## config.mk

```make
export PLATFORM = sky130hd
export DESIGN_NAME = i2c_evt_status
export DESIGN_NICKNAME = d
export VERILOG_FILES = /design/src/rtl/i2c_stat_pkg.sv /design/src/rtl/stat_flag_bank.sv /design/src/rtl/stat_alert_edge.sv /design/src/rtl/stat_irq_or.sv /design/src/rtl/i2c_evt_status.sv
export SDC_FILE = /design/constraint.sdc
export NUM_CORES = 1
export LEC_CHECK = 0
export ABC_AREA = 1
export BUFFER_PORTS_ARGS = -buffer_cell sky130_fd_sc_hd__buf_2
export CAP_MARGIN = 20
export CORE_MARGIN = 8
export CORE_UTILIZATION = 40
export DETAILED_ROUTE_END_ITERATION = 16
export GPL_ROUTABILITY_DRIVEN = 1
export PLACE_DENSITY = 0.79
export SLEW_MARGIN = 25
export SYNTH_ARGS = -nofsm -noshare
export SYNTH_HDL_FRONTEND = slang
export SYNTH_SLANG_ARGS = --single-unit
```

## constraint.sdc

```tcl
create_clock -name clk -period 1.2 [get_ports clk]
set_input_delay 0.24 -clock clk [delete_from_list [all_inputs] [get_ports clk]]
set_output_delay 0.24 -clock clk [all_outputs]
set_load 0.05 [all_outputs]
```

## src/rtl/i2c_stat_pkg.sv

```systemverilog
package i2c_stat_pkg;
  localparam int STAT_W      = 32;
  localparam int CODE_W      = 7;
  localparam int IRQ_W       = 16;
  localparam int BIT_TX_EMPTY = 0;
  localparam int BIT_LVL_TOP  = 2;
  localparam int BIT_STICKY_LO = 3;
  localparam int BIT_STICKY_HI = 11;
  localparam int STICKY_N     = BIT_STICKY_HI - BIT_STICKY_LO + 1;
  localparam int BIT_TIMEOUT  = 12;
  localparam int BIT_ALERT    = 13;
  localparam int BIT_BUSY     = 15;
  localparam int BIT_DIR      = 16;
  localparam int CODE_LSB     = 17;
  localparam int CODE_MSB     = CODE_LSB + CODE_W - 1;
  localparam logic [2:0] LVL_IDLE = 3'b001;
endpackage

```

## src/rtl/stat_flag_bank.sv

```systemverilog
module stat_flag_bank #(
  parameter int N = 4
) (
  input  logic         clk,
  input  logic         rst_n,
  input  logic         en,
  input  logic [N-1:0] set,
  input  logic [N-1:0] clr,
  output logic [N-1:0] q
);
  for (genvar i = 0; i < N; i++) begin : g_flag
    always_ff @(posedge clk or negedge rst_n) begin
      if (!rst_n)      q[i] <= 1'b0;
      else if (!en)    q[i] <= 1'b0;
      else if (set[i]) q[i] <= 1'b1;
      else if (clr[i]) q[i] <= 1'b0;
    end

    AST_SET_WINS: assert property (@(posedge clk) disable iff (!rst_n)
      (en && set[i]) |=> q[i]);
    AST_CLR_TAKES: assert property (@(posedge clk) disable iff (!rst_n)
      (en && clr[i] && !set[i]) |=> !q[i]);
  end
endmodule

```

## src/rtl/stat_alert_edge.sv

```systemverilog
module stat_alert_edge (
  input  logic clk,
  input  logic rst_n,
  input  logic pin,
  input  logic arm,
  output logic fall
);
  logic s1, s2, s3;

  always_ff @(posedge clk or negedge rst_n) begin
    if (!rst_n) begin
      s1 <= 1'b1;
      s2 <= 1'b1;
      s3 <= 1'b1;
    end else begin
      s1 <= pin;
      s2 <= s1;
      s3 <= s2;
    end
  end

  assign fall = arm & s3 & ~s2;

  AST_ONE_SHOT: assert property (@(posedge clk) disable iff (!rst_n)
    fall |=> !fall);
endmodule

```

## src/rtl/stat_irq_or.sv

```systemverilog
module stat_irq_or #(
  parameter int W = 16
) (
  input  logic [W-1:0] flags,
  input  logic [W-1:0] mask,
  output logic         irq
);
  assign irq = |(flags & mask);
endmodule

```

## src/rtl/i2c_evt_status.sv

```systemverilog
module i2c_evt_status
  import i2c_stat_pkg::*;
#(
  parameter bit HAS_SMBUS = 1'b1
) (
  input  logic              clk,
  input  logic              rst_n,
  input  logic              periph_en,
  input  logic              host_mode_en,
  input  logic              alert_en,
  input  logic              alert_pin,
  input  logic              ev_start,
  input  logic              ev_stop,
  input  logic              ev_match,
  input  logic [CODE_W-1:0] match_code,
  input  logic              match_read,
  input  logic              ev_nack,
  input  logic              ev_done,
  input  logic              ev_reload,
  input  logic              ev_bus_err,
  input  logic              ev_arb_lost,
  input  logic              ev_overrun,
  input  logic              ev_pec_err,
  input  logic              ev_timeout,
  input  logic              tx_empty,
  input  logic              rx_avail,
  input  logic              tx_req,
  input  logic              clr_wr,
  input  logic [13:3]       clr_mask,
  input  logic [IRQ_W-1:0]  irq_mask,
  output logic [STAT_W-1:0] stat_q,
  output logic              irq
);
  logic [STICKY_N-1:0] sticky_set, sticky_clr, sticky_q;
  logic [1:0]          smb_q;
  logic                busy_q;
  logic [CODE_W:0]     hit_q;
  logic [2:0]          lvl_q;

  assign sticky_set = {ev_pec_err, ev_overrun, ev_arb_lost, ev_bus_err,
                       ev_reload, ev_done, ev_stop, ev_nack, ev_match};
  assign sticky_clr = clr_wr ? clr_mask[BIT_STICKY_HI:BIT_STICKY_LO] : '0;

  stat_flag_bank #(.N(STICKY_N)) u_sticky (
    .clk(clk), .rst_n(rst_n), .en(periph_en),
    .set(sticky_set), .clr(sticky_clr), .q(sticky_q)
  );

  if (HAS_SMBUS) begin : g_smb
    logic alert_fall;
    logic [1:0] smb_set, smb_clr;

    stat_alert_edge u_alert (
      .clk(clk), .rst_n(rst_n), .pin(alert_pin),
      .arm(periph_en & host_mode_en & alert_en), .fall(alert_fall)
    );

    assign smb_set = {alert_fall, ev_timeout};
    assign smb_clr = clr_wr ? clr_mask[BIT_ALERT:BIT_TIMEOUT] : 2'b00;

    stat_flag_bank #(.N(2)) u_smb (
      .clk(clk), .rst_n(rst_n), .en(periph_en),
      .set(smb_set), .clr(smb_clr), .q(smb_q)
    );
  end else begin : g_no_smb
    logic unused_smb;
    assign unused_smb = ^{clr_mask[BIT_ALERT:BIT_TIMEOUT], ev_timeout,
                          alert_pin, host_mode_en, alert_en};
    assign smb_q = 2'b00;
  end

  always_ff @(posedge clk or negedge rst_n) begin
    if (!rst_n)         busy_q <= 1'b0;
    else if (!periph_en) busy_q <= 1'b0;
    else if (ev_start)  busy_q <= 1'b1;
    else if (ev_stop)   busy_q <= 1'b0;
  end

  always_ff @(posedge clk or negedge rst_n) begin
    if (!rst_n)          hit_q <= '0;
    else if (!periph_en) hit_q <= '0;
    else if (ev_match)   hit_q <= {match_code, match_read};
  end

  always_ff @(posedge clk or negedge rst_n) begin
    if (!rst_n)          lvl_q <= LVL_IDLE;
    else if (!periph_en) lvl_q <= LVL_IDLE;
    else                 lvl_q <= {tx_req, rx_avail, tx_empty};
  end

  always_comb begin
    stat_q = '0;
    stat_q[BIT_LVL_TOP:BIT_TX_EMPTY]   = lvl_q;
    stat_q[BIT_STICKY_HI:BIT_STICKY_LO] = sticky_q;
    stat_q[BIT_ALERT:BIT_TIMEOUT]      = smb_q;
    stat_q[BIT_BUSY]                   = busy_q;
    stat_q[CODE_MSB:BIT_DIR]           = hit_q;
  end

  stat_irq_or #(.W(IRQ_W)) u_irq (
    .flags(stat_q[IRQ_W-1:0]), .mask(irq_mask), .irq(irq)
  );

  AST_BUSY_SET: assert property (@(posedge clk) disable iff (!rst_n)
    (periph_en && ev_start) |=> stat_q[BIT_BUSY]);
  AST_BUSY_CLR: assert property (@(posedge clk) disable iff (!rst_n)
    (periph_en && ev_stop && !ev_start) |=> !stat_q[BIT_BUSY]);
  AST_HIT_HOLD: assert property (@(posedge clk) disable iff (!rst_n)
    (periph_en && !ev_match) |=> $stable(stat_q[CODE_MSB:BIT_DIR]));
  AST_HIT_LOAD: assert property (@(posedge clk) disable iff (!rst_n)
    (periph_en && ev_match) |=>
      (stat_q[CODE_MSB:BIT_DIR] == $past({match_code, match_read})));
  AST_OFF_IDLE: assert property (@(posedge clk) disable iff (!rst_n)
    !periph_en |=> (stat_q[CODE_MSB:BIT_STICKY_LO] == '0 &&
                    stat_q[BIT_LVL_TOP:BIT_TX_EMPTY] == LVL_IDLE));
endmodule

```

==> out/metrics.csv, run 1 <==
stage,metric,value,unit
run_status,status,finished with violations,
run_status,failing checks,setup timing,
critical_path,type of destination of the critical path,primary output,
critical_path,worst endpoint data arrival time,1.33,ns
die,floorplan core area,2978,µm²
clock_tree,total CTS buffers,3,
finish,area of the multi-input gates,432.9,µm²
global_route,antenna violations before repair,0,
sta,Final Setup Violations,13,
drt,DR WL met2,2205,µm
synth,Synth Instances,144,
die,io pins,89,
synth,synth warn,0,
clock_tree,worst skew pair latency,0.32,ns
global_route,largest net degree at the start of global routing,16,
clock_tree,H-tree levels,1,
synth,register area share after synthesis,0.5336,
drt,drt via density,4.540,
die,initial core utilization,0.4126,
power,Pleak,0.001109,µW
drt,first-iteration detailed-routing DRC count,30,
drt,DR WL met3,279,µm
die,Die W,71.42,µm
global_route,first-pass GRT wire length,6072,µm
finish,final instance area,2009,µm²
sta,Setup WS post-layout,-0.3742,ns
power,Pwr per Cell Area,1027,nW/µm²
placed_design,DP HPWL,2858,µm
finish,ANT cells,0,
clock_tree,CTS tree,built,
sta,crit share post-route,1.312,
synth,synth unique cells,17,
drt,DR WL/cell,14.31,µm
placed_design,GP Congestion,0.7524,
drt,uppermost layer routed,met4,
finish,fillers,252,
synth,Seq cells post-synth,26,
drt,# DRC,0,
synth,average cell area after synthesis,8.532,µm²
clock_tree,TritonCTS Sinks,26,
placed_design,placed cells,263,
placed_design,DP Area,1712,µm²
die,die area,5101,µm²
die,num rows,20,
drt,routed wire length,3920,µm
finish,layout cell share with drive strength beyond 1,0.4855,
drt,antenna-violating nets left,0,
critical_path,Worst EP required,0.96,ns
drt,vias,1244,
global_route,grt ovf,0,
sta,Highest Clock Rate,635.3,MHz
drt,WL met1,1386,µm
clock_tree,clock slew at reported path FFs,0.15,ns
drt,1st-pass router iterations,4,
synth,synthesized cell area,1229,µm²
die,Die Y,71.42,µm
finish,final std cells w/o fill,274,
clock_tree,clk root buf,clkbuf_4,
sta,minimum clock period,1.574,ns
sta,endpoints failing hold,0,
global_route,vias in the first global route,1324,
sta,Setup TNS,-0.9990,ns
finish,area delta synth->final,63.54,%
run,max-cap viol count,0,
critical_path,CP Class,flip-flop to primary output,
global_route,GR Util All Layers,0.1493,
clock_tree,clk buf depth,2,
finish,Final Net Count,298,
finish,Util after Layout,0.6748,
finish,Storage cell area,656.9,µm²
critical_path,crit-path max FO,2,
critical_path,Worst setup SP type,flip-flop,
worst_hold_path,Hold Crit Class,primary input to flip-flop,
sta,Worst Skew,0.01610,ns
placed_design,input/output buffers,78,
sta,RSZ-0062 raised after global routing,true,
power,peak supply drop,0.5981,mV
sta,"Slew Viols, Final",0,
worst max-delay path, stage by stage (launching register included):
cell and delay (ns):
dfstp_2 0.56, nand2_1 0.06, nand2_1 0.05, inv_1 0.04
nand2_1 0.06, nor2_2 0.04, nand2_2 0.07, buf_8 0.14
cells in the mapped netlist, drive strengths merged:
| cell | instances | share of area |
|---|---|---|
| nand2 | 40 | 0.12 |
| dfrtp | 22 | 0.45 |
| inv | 18 | 0.055 |
| buf | 14 | 0.085 |
| a21oi | 11 | 0.045 |
| nor2 | 11 | 0.034 |
| nand3 | 10 | 0.041 |
| o21ai | 8 | 0.057 |
| dfstp | 4 | 0.086 |
| or2 | 2 | 0.010 |
| clkbuf | 1 | 0.0031 |
| conb | 1 | 0.0031 |
| nand4 | 1 | 0.0051 |
| o2bb2ai | 1 | 0.0071 |
state kept, by name, summed over array words and instances, names as in the netlist:
name / cells
hit_q: 8
lvl_q: 3
g_smb.u_alert.s2: 1
busy_q: 1
g_smb.u_smb.q: 2
u_sticky.q: 9
g_smb.u_alert.s1: 1
g_smb.u_alert.s3: 1
metal layers:
layer,up-vias,global-route usage
li1,620,-
met1,579,0.1481
met2,41,0.2857
met3,4,0.04881
met4,0,0.04157
met5,-,0
per-stage QoR:
stage	setup slack [ns]	hold WS, ns	power (µW)
global route	-0.4770	0.07984	2179
floorplan	-0.1600	-0.05559	1367
global placement	-0.05724	0.1476	1557
CTS	-0.3427	0.008515	2030
detailed placement	-0.07113	0.1537	1569
finish	-0.3742	0.09572	2063
layout make-up:
| class | instances | share of cell area |
|---|---|---|
| Inverter | 18 | 0.03362 |
| Clock buffer | 4 | 0.01308 |
| Timing Repair Buffer | 100 | 0.3904 |
| Multi-Input combinational cell | 93 | 0.2154 |
| Sequential cell | 26 | 0.3269 |
| Tap cell | 33 | 0.02055 |
cells by family after synthesis:
family,after synthesis,synth area share
simple gates,64,0.2118
buf+inv,33,0.1426
flops,26,0.5336
compound gates,20,0.1090
other cells,1,0.003052
report_power, final:
group	total, µW	internal [µW]	switching, µW
registers	966	934	32.4
clock network	376	130	246
logic	721	292	429
total	2060	1360	708
cells in the final DEF, fill, tap and decap left out, types with 4 or more instances in the layout:
master	n
buf_6	13
o21ai_2	8
nor2_1	10
buf_8	12
dfstp_2	4
inv_1	17
buf_2	54
nand3_1	10
clkbuf_4	7
conb_1	9
dfrtp_1	21
a21oi_1	11
buf_4	13
nand2_1	39
worst paths after layout:
kind / start / slack [ns] / endpoint / cells past startpoint
setup / recovery: lvl_q[0] / -0.37 / irq / 7
hold / removal: tx_req / 0.1 / lvl_q[2] / 3
setup reg to reg: u_sticky.q[8] / 0.22 / u_sticky.q[8] / 4
hold reg to reg: g_smb.u_alert.s1 / 0.37 / g_smb.u_alert.s2 / 0
max in group asynchronous: rst_n / 0.37 / g_smb.u_alert.s1 / 3
min in group asynchronous: rst_n / 0.34 / u_sticky.q[2] / 2
repair_timing:
action,4_1_cts,5_1_grt
hold buffers,1,1
gates resized for setup,49,29
setup buffers,7,11
endpoints found under the hold margin,10,1
setup endpoints to repair,15,24
No activity file was read; power rests on OpenSTA's default activity.
==> run 2: changes to the inputs <==
--- a/config.mk
+++ b/config.mk
@@ -17,3 +17,4 @@
 export SYNTH_ARGS = -nofsm -noshare
 export SYNTH_HDL_FRONTEND = slang
 export SYNTH_SLANG_ARGS = --single-unit
+export TNS_END_PERCENT = 50
==> run 2 against run 1 <==
  * The run still ends with setup timing left
  * Worst hold slack improved by 0.0076 ns
  * Highest routed layer unchanged
  * Clock power shrank 1%
  * Critical endpoint unchanged
  * Utilization down 0.71 points
  * Setup slack got worse by 0.0075 ns
  * Combinational power shrank 1%
  * Non-clock buffer count down 1
==> out/metrics.csv, run 2 (synthesis gave the netlist of run 1 again) <==
stage,metric,value,unit,change
run_status,status,finished with violations,,
run_status,failing checks,setup timing,,
finish,Largest register FFs,9,,unchanged
die,die area,5101,µm²,unchanged
die,Die W,71.42,µm,unchanged
sta,Setup WS post-layout,-0.3817,ns,-0.007545 ns
power,peak supply drop,0.5571,mV,-6.9%
critical_path,CP max-delay cell,dfstp_2,,
clock_tree,clk buf depth,2,,unchanged
global_route,GR Util met2,0.2786,,-0.007143
clock_tree,worst skew pair latency,0.31,ns,about the same
global_route,GR Util All Layers,0.1458,,-0.003513
drt,DR WL/cell,14.31,µm,about the same
clock_tree,CTS tree,built,,
run,max-cap viol count,0,,unchanged
finish,"most common cell after layout, fill and taps aside",buf_2,,
sta,crit share post-route,1.318,,+0.006288
die,floorplan core area,2978,µm²,unchanged
drt,vias,1243,,-0.080%
critical_path,CP Class,flip-flop to primary output,,
clock_tree,TritonCTS Sinks,26,,unchanged
critical_path,critical-path cell list,nand2_1 > nand2_1 > inv_1 > nand2_1 > nor2_2 > nand2_2 > buf_8,,
global_route,met1 Track Usage GR,0.1448,,-0.003347
global_route,antenna violations before repair,0,,unchanged
finish,layout cell share with drive strength beyond 1,0.4833,,-0.002144
drt,# DRC,0,,unchanged
placed_design,input/output buffers,78,,unchanged
sta,hold_ws,0.1033,ns,+0.007611 ns
drt,first-iteration detailed-routing DRC count,24,,-20%
finish,fillers,247,,-2.0%
critical_path,worst endpoint data arrival time,1.34,ns,about the same
finish,most frequent cells in the layout,"buf_2, nand2_1, dfrtp_1",,
sta,RSZ-0062 raised after global routing,true,,
placed_design,DP HPWL,2858,µm,unchanged
die,num rows,20,,unchanged
die,Die Y,71.42,µm,unchanged
sta,"Slew Viols, Final",0,,unchanged
sta,Worst Skew,0.01321,ns,-0.002889 ns
clock_tree,total CTS buffers,3,,unchanged
power,Pwr Total,2052,µW,-0.52%
sta,endpoints failing hold,0,,unchanged
finish,area delta synth->final,61.81,%,
critical_path,type of destination of the critical path,primary output,,
global_route,GRT Max-Usage Layer,met2,,
finish,Largest regs,"u_sticky.q (9), hit_q (8), lvl_q (3)",,
sta,Highest Clock Rate,632.2,MHz,-0.48%
drt,1st-pass router iterations,4,,unchanged
drt,antenna-violating nets left,0,,unchanged
die,io pins,89,,unchanged
global_route,first-pass GRT wire length,5927,µm,-2.4%
sta,Final Setup Violations,13,,unchanged
finish,"Most flops, register",u_sticky.q,,
critical_path,Worst EP required,0.96,ns,about the same
power,Pleak,0.001099,µW,-0.90%
clock_tree,clk root buf,clkbuf_4,,
die,initial core utilization,0.4126,,unchanged
drt,drt via density,4.553,,+0.29%
critical_path,Most common cell on crit path,nand2_1,,
clock_tree,clock slew at reported path FFs,0.14,ns,about the same
worst_hold_path,Hold Crit Class,primary input to flip-flop,,
clock_tree,H-tree levels,1,,unchanged
global_route,grt ovf,0,,unchanged
sta,minimum clock period,1.582,ns,+0.007545 ns
global_route,largest net degree at the start of global routing,16,,unchanged
power,Pwr per Cell Area,1032,nW/µm²,+0.54%
critical_path,Worst setup SP type,flip-flop,,
placed_design,GP Congestion,0.7524,,unchanged
critical_path,peak per-stage delay on the critical path,0.56,ns,about the same
drt,routed wire length,3907,µm,-0.33%
global_route,met3 global-route usage,0.04742,,-0.001395
global_route,vias in the first global route,1299,,-1.9%
finish,Final Net Count,297,,-0.34%
critical_path,crit-path max FO,2,,unchanged
finish,ANT cells,0,,unchanged
[run 2: worst max-delay path: cells and delay by family, from the launching register on]
family / cells / cell delay [ns]
DFF: 1 / 0.56
and+or+nand+nor: 5 / 0.28
buffers and inverters: 2 / 0.18
[run 2: cell type report]
class,count,area (µm²),area share
sequential,26,656.9,0.3304
clock buffer,4,26.28,0.01322
inverter,18,67.56,0.03398
multi-input combinational,93,432.9,0.2177
tap,33,41.29,0.02077
timing repair buffer,99,763.2,0.3839
[run 2: per-stage QoR]
step / instance area [µm²] / utilization / cells / setup TNS (ns) / setup WS [ns]
3_3_place_gp: 1712 / 0.5748 / 263 / -0.05724 / -0.05724
4_1_cts: 1869 / 0.6277 / 268 / -0.9815 / -0.3427
3_5_place_dp: 1712 / 0.5748 / 263 / -0.07113 / -0.07113
5_1_grt: 1988 / 0.6676 / 273 / -1.418 / -0.4637
2_1_floorplan: 1262 / - / 152 / -0.1600 / -0.1600
6_report: 1988 / 0.6676 / 273 / -0.9658 / -0.3817
[run 2: path summary, 6_finish.rpt]
check,slack (ns),startpoint,end,cells after the start
worst max-delay path,-0.38,lvl_q[0],irq,7
worst min-delay path,0.10,tx_empty,lvl_q[0],2
worst max register to register,0.21,u_sticky.q[8],u_sticky.q[8],4
worst min register to register,0.37,g_smb.u_alert.s1,g_smb.u_alert.s2,0
max in group asynchronous,0.34,rst_n,g_smb.u_alert.s2,3
min in group asynchronous,0.38,rst_n,u_sticky.q[2],2
[run 2: power breakdown]
| group | total (µW) | internal (µW) | switching [µW] |
|---|---|---|---|
| combinational | 714 | 285 | 429 |
| clock | 372 | 130 | 243 |
| sequential | 966 | 934 | 32.4 |
[run 2: timing repair]
item / CTS / global route
buffers inserted: 4 / 8
endpoints found under the hold margin: 10 / 1
pin swaps: 0 / 0
hold buffers: 1 / 1
resized for setup: 37 / 32
endpoints found under the setup margin: 15 / 24
[run 2: routing by layer]
layer	share of wire	vias up
met2	0.55	43
li1	-	618
met3	0.071	4
met5	0	-
met1	0.36	578
met4	0.014	0
